**config.mk**
```make
export PLATFORM = sky130hd
export DESIGN_NAME = dim_pwm_ctrl
export DESIGN_NICKNAME = d
export VERILOG_FILES = /design/src/rtl/dim_pwm_ctrl.sv
export SDC_FILE = /design/constraint.sdc
export NUM_CORES = 1
export LEC_CHECK = 0
export ABC_CLOCK_PERIOD_IN_PS = 8250
export BUFFER_PORTS_ARGS = -buffer_cell sky130_fd_sc_hd__buf_4
export CELL_PAD_IN_SITES_DETAIL_PLACEMENT = 1
export CELL_PAD_IN_SITES_GLOBAL_PLACEMENT = 2
export CORE_UTILIZATION = 41
export CTS_BUF_LIST = sky130_fd_sc_hd__clkbuf_8
export DETAILED_ROUTE_END_ITERATION = 10
export PLACE_DENSITY = 0.85
export SLEW_MARGIN = 20
export SYNTH_ARGS = -nofsm -noshare
export SYNTH_HDL_FRONTEND = slang
export SYNTH_SLANG_ARGS = --single-unit
```
**constraint.sdc**
```tcl
create_clock -name clk -period 8.25 [get_ports clk]
set_input_delay 1.2375 -clock clk [delete_from_list [all_inputs] [get_ports clk]]
set_output_delay 1.2375 -clock clk [all_outputs]
set_load 0.02 [all_outputs]
```
**src/rtl/dim_pwm_ctrl.sv**
```systemverilog
module dim_pwm_ctrl #(
  parameter int SAMPLE_W   = 8,
  parameter int IDX_W      = 6,
  parameter int PWM_W      = 8,
  parameter int PERIOD     = 222,
  parameter int DUTY_MAX   = 111,
  parameter int DUTY_MIN   = 33,
  parameter int ZERO_LIMIT = 3
) (
  input  logic                clk,
  input  logic                rst_n,
  input  logic                smp_valid,
  input  logic [SAMPLE_W-1:0] smp_data,
  input  logic                tick,
  output logic                pwm_out,
  output logic                life_clr
);
  localparam int SPAN = DUTY_MAX - DUTY_MIN;
  localparam int NIDX = (1 << IDX_W) - 1;

  function automatic logic [PWM_W-1:0] width_of(input logic [IDX_W-1:0] i);
    int v;
    v = DUTY_MAX - (SPAN * int'(i) + NIDX / 2) / NIDX;
    return PWM_W'(v);
  endfunction

  logic [IDX_W-1:0] idx_q;
  logic             have_q, first_q;
  logic [PWM_W-1:0] shadow_q, cmp_q, cnt_q;
  logic             wrap;

  assign wrap    = (cnt_q == PWM_W'(PERIOD - 1));
  assign pwm_out = (cnt_q < cmp_q);

  always_ff @(posedge clk or negedge rst_n) begin
    if (!rst_n) begin
      idx_q    <= '0;
      have_q   <= 1'b0;
      first_q  <= 1'b1;
      life_clr <= 1'b0;
    end else begin
      life_clr <= smp_valid && first_q && (smp_data < SAMPLE_W'(ZERO_LIMIT));
      if (smp_valid) begin
        idx_q   <= smp_data[SAMPLE_W-1 -: IDX_W];
        have_q  <= 1'b1;
        first_q <= 1'b0;
      end
    end
  end

  always_ff @(posedge clk or negedge rst_n) begin
    if (!rst_n) begin
      shadow_q <= PWM_W'(DUTY_MAX);
      cmp_q    <= PWM_W'(DUTY_MAX);
      cnt_q    <= '0;
    end else begin
      if (tick && have_q) shadow_q <= width_of(idx_q);
      if (wrap) begin
        cnt_q <= '0;
        cmp_q <= shadow_q;
      end else begin
        cnt_q <= cnt_q + 1'b1;
      end
    end
  end

  AST_CNT_IN_RANGE: assert property (@(posedge clk) disable iff (!rst_n)
    cnt_q < PWM_W'(PERIOD));
  AST_RISE_AT_START: assert property (@(posedge clk) disable iff (!rst_n)
    $rose(pwm_out) |-> cnt_q == '0);
  AST_CMP_AT_WRAP: assert property (@(posedge clk) disable iff (!rst_n)
    !$stable(cmp_q) |-> $past(cnt_q) == PWM_W'(PERIOD - 1));
  AST_CMP_WINDOW: assert property (@(posedge clk) disable iff (!rst_n)
    cmp_q >= PWM_W'(DUTY_MIN) && cmp_q <= PWM_W'(DUTY_MAX));
  AST_LIFE_ONE_SHOT: assert property (@(posedge clk) disable iff (!rst_n)
    life_clr |=> !life_clr);
  AST_LIFE_NEEDS_SAMPLE: assert property (@(posedge clk) disable iff (!rst_n)
    life_clr |-> $past(smp_valid));
endmodule

```
==> run_summary.xml <==
<?xml version="1.0" encoding="UTF-8"?>
<metrics>
  <group name="global_routing">
    <metric name="grt_use_met2" unit="">0.3771</metric>
    <metric name="antenna_found_initial" unit="">0</metric>
    <metric name="gr-usage-met1" unit="">0.2650</metric>
    <metric name="wire_length_of_the_first_global_routing_pass" unit="um">16550</metric>
    <metric name="first_global_vias" unit="">3344</metric>
    <metric name="globalRoute.busiestLayer" unit="">met2</metric>
    <metric name="maximum_number_of_pins_on_one_net_before_global_route_repair" unit="">34</metric>
    <metric name="all_layer_gr_usage" unit="">0.2055</metric>
    <metric name="met3_usage" unit="">0.01897</metric>
    <metric name="grt_remaining_overflow" unit="">0</metric>
  </group>
  <group name="sta">
    <metric name="final.period_utilization" unit="">0.9271</metric>
    <metric name="final.setup.worst_slack" unit="ns">0.6012</metric>
    <metric name="final.min_clock_period" unit="ns">7.649</metric>
    <metric name="hold_violations" unit="">0</metric>
    <metric name="final.setup.tns" unit="ns">0</metric>
    <metric name="grt_setup_unrepaired" unit="">false</metric>
    <metric name="fmax" unit="MHz">130.7</metric>
    <metric name="finClkSkew" unit="ns">0.01068</metric>
    <metric name="worst_pin_slew" unit="ns">0.7188</metric>
    <metric name="setup_violations" unit="">0</metric>
    <metric name="slew_violations" unit="">0</metric>
    <metric name="max_slew_headroom" unit="">0.5084</metric>
  </group>
  <group name="synth">
    <metric name="synthFlopType" unit="">dfrtp_1</metric>
    <metric name="synth.cell_area" unit="um2">3881</metric>
    <metric name="synth_top_area_cell" unit="">dfrtp_1</metric>
    <metric name="yosys-top-cells-count" unit="">37 x nor2_1, 36 x nand2_1, 35 x ha_1</metric>
    <metric name="syn-instance-count" unit="">429</metric>
    <metric name="number_of_distinct_standard_cells_referenced_by_the_synthesized_netlist" unit="">96</metric>
    <metric name="ys_ff_latch" unit="">33</metric>
    <metric name="largest_cells_by_area_after_synthesis" unit="">dfrtp_1 13%, ha_1 11%, dfstp_2 8.8%</metric>
    <metric name="synth-async-reset-ratio" unit="">1.000</metric>
    <metric name="synth.most_common_cell" unit="">nor2_1</metric>
    <metric name="post_synthesis_net_count" unit="">482</metric>
    <metric name="netlist.area_leader.share" unit="">0.1289</metric>
    <metric name="synth-edff-count" unit="">0</metric>
    <metric name="mean_instance_size_in_the_synthesized_netlist" unit="um2">9.047</metric>
    <metric name="yosysWarnings" unit="">0</metric>
    <metric name="synth_seq_area_share" unit="">0.2170</metric>
  </group>
  <group name="die">
    <metric name="die_w" unit="um">99.30</metric>
    <metric name="dieHeight" unit="um">99.30</metric>
    <metric name="io_pins" unit="">14</metric>
    <metric name="dieArea" unit="um2">9860</metric>
    <metric name="floorplan.initialDensity" unit="">0.4220</metric>
    <metric name="floorplan.core_area" unit="um2">9196</metric>
    <metric name="row_count" unit="">35</metric>
  </group>
  <group name="run">
    <metric name="max_cap_violations" unit="">0</metric>
  </group>
  <group name="clock_tree">
    <metric name="clk_path_buf_depth" unit="">2</metric>
    <metric name="clkSinkCount" unit="">33</metric>
    <metric name="path_clk_slew" unit="ns">0.07</metric>
    <metric name="cts_tree" unit="">built</metric>
    <metric name="post_cts.resized_instances" unit="">0</metric>
    <metric name="cts_hold_buffers" unit="">0</metric>
    <metric name="num_cts_buffers" unit="">5</metric>
    <metric name="worst_skew_pair.late_latency" unit="ns">0.28</metric>
    <metric name="post_cts.repair.setup_buffers" unit="">0</metric>
    <metric name="clock_tree.root_cell" unit="">clkbuf_8</metric>
    <metric name="h_tree_levels" unit="">2</metric>
  </group>
  <group name="setup_path">
    <metric name="reg2reg_setup_slack" unit="ns">0.60</metric>
    <metric name="critical_path.reg2reg.startpoint" unit="">idx_q[3]</metric>
    <metric name="critical_path_arrival" unit="ns">7.85</metric>
    <metric name="crit_path_slowest_cell" unit="">fa_1</metric>
    <metric name="crit_required" unit="ns">8.45</metric>
    <metric name="end_kind" unit="">register</metric>
    <metric name="crit_type" unit="">register to register</metric>
    <metric name="crit_path_frequent_cell" unit="">ha_1</metric>
    <metric name="reg2reg_depth" unit="">22</metric>
    <metric name="path_max_fanout" unit="">14</metric>
    <metric name="worst_path_largest_cell_delay" unit="ns">0.62</metric>
    <metric name="cp-startpoint" unit="">idx_q[3]</metric>
    <metric name="cp-endpoint" unit="">shadow_q[0]</metric>
    <metric name="crit_path_cell_trace" unit="">fa_1 -&gt; fa_1 -&gt; ha_1 -&gt; ha_1 -&gt; a211oi_1 -&gt; o21ba_1 -&gt; nor4_4 -&gt; a41o_2 -&gt; a2111oi_2 -&gt; a211o_2 -&gt; o21ai_0 -&gt; a311oi_4 -&gt; a2111oi_2 -&gt; a2111o_1 -&gt; a211oi_4 -&gt; a31oi_1 -&gt; xnor2_1 -&gt; ha_1 -&gt; and2_4 -&gt; a21boi_1 -&gt; o41a_1 -&gt; a22o_1</metric>
    <metric name="worst_flop_to_flop_path_endpoint" unit="">shadow_q[0]</metric>
    <metric name="startpoint_type" unit="">register</metric>
  </group>
  <group name="route">
    <metric name="drc_errors" unit="">0</metric>
    <metric name="drt_pre_antenna_iters" unit="">4</metric>
    <metric name="routedWlPerCell" unit="um">17.45</metric>
    <metric name="drtAntennaViolNets" unit="">0</metric>
    <metric name="route.detailed.vias_per_inst" unit="">5.876</metric>
    <metric name="drt_iter0_markers" unit="">109</metric>
    <metric name="vias" unit="">3261</metric>
    <metric name="drt-total-wl" unit="um">9683</metric>
  </group>
  <group name="finish">
    <metric name="nets" unit="">496</metric>
    <metric name="fraction_of_layout_cells_with_a_size_suffix_above_1" unit="">0.2275</metric>
    <metric name="multi_input_comb_area" unit="um2">2907</metric>
    <metric name="flow.area_growth_from_synthesis" unit="%">7.608</metric>
    <metric name="fillCellCount" unit="">1098</metric>
    <metric name="diodes" unit="">0</metric>
    <metric name="seq_area" unit="um2">843.3</metric>
  </group>
  <group name="placed_design">
    <metric name="post-place-ws" unit="ns">0.4990</metric>
    <metric name="placement.io_buffers" unit="">13</metric>
    <metric name="routabilityCongestion" unit="">0.8748</metric>
    <metric name="detailed_placement_wirelength_estimate" unit="um">7917</metric>
  </group>
  <group name="min_path">
    <metric name="hold_path.class" unit="">register to register</metric>
  </group>
  <group name="outcome">
    <metric name="run_status" unit="">complete, no violations</metric>
  </group>
</metrics>
## per-stage QoR
step,utilization,instance area [um2],hold slack [ns],cells
5_1_grt,0.4542,4177,0.4871,555
4_1_cts,0.4524,4160,0.4652,555
2_1_floorplan,-,3881,0.4394,429
3_3_place_gp,0.4435,4079,0.4533,547
6_report,0.4542,4177,0.4625,555
3_5_place_dp,0.4435,4079,0.4558,547
## registers in the layout, summed over array words and instances (netlist names)
register  flops
cnt_q         8
idx_q         6
have_q        1
shadow_q      8
first_q       1
life_clr      1
cmp_q         8
## worst min-delay path by stage
stage,from,endpoint,slack (ns),cells after the start
after detailed placement,shadow_q[1],shadow_q[1],0.46,2
final,shadow_q[1],shadow_q[1],0.46,2
after CTS,shadow_q[1],shadow_q[1],0.47,2
after floorplan,have_q,have_q,0.44,1
after global routing,shadow_q[1],shadow_q[1],0.49,2
after global placement,have_q,have_q,0.45,1
## final cells by class
class | count | share of cell area
Multi-Input combinational cell | 364 | 0.6959
Sequential cell | 33 | 0.2019
Tap cell | 111 | 0.03325
Timing Repair Buffer | 16 | 0.02876
Inverter | 23 | 0.02067
Clock buffer | 5 | 0.01648
Clock inverter | 3 | 0.002996
## kinds of logic (layout without fill, tap and decap cells)
logic type | after synthesis | after routing | share of synthesized area
buf+inv | 32 | 47 | 0.03933
simple gates | 157 | 157 | 0.2289
mux | 9 | 9 | 0.02547
flops | 33 | 33 | 0.2170
xor+xnor | 33 | 33 | 0.08285
compound gates | 124 | 124 | 0.2627
fa+ha+maj | 41 | 41 | 0.1438
## layer usage
layer,wire (um),vias to the layer above
met5,0,-
met1,4487,1615
li1,-,1615
met2,5071,25
met4,39,0
met3,85,6
## worst max-delay path: cells and delay by family, from the launching register on
kind | cells | cell delay (ns)
AO/OA/AOI/OAI | 14 | 4.62
adder cells (fa/ha/maj) | 5 | 2.00
flip-flops | 1 | 0.51
AND/OR/NAND/NOR | 2 | 0.25
XOR/XNOR | 1 | 0.19
## placed cells by master, fill, tap and decap left out, drive strengths merged, types with 7 or more instances in the layout
master	n
dfrtp	20
dfstp	13
nor3	12
xor2	12
ha	35
nor2	39
and3	7
a21oi	19
mux2	7
xnor2	20
inv	25
nand2	38
buf	16
a211oi	7
nand3	11
o21ai	31
Power is not shown: default switching activity piles up to over one toggle a cycle in this logic, so the estimate is an artifact.
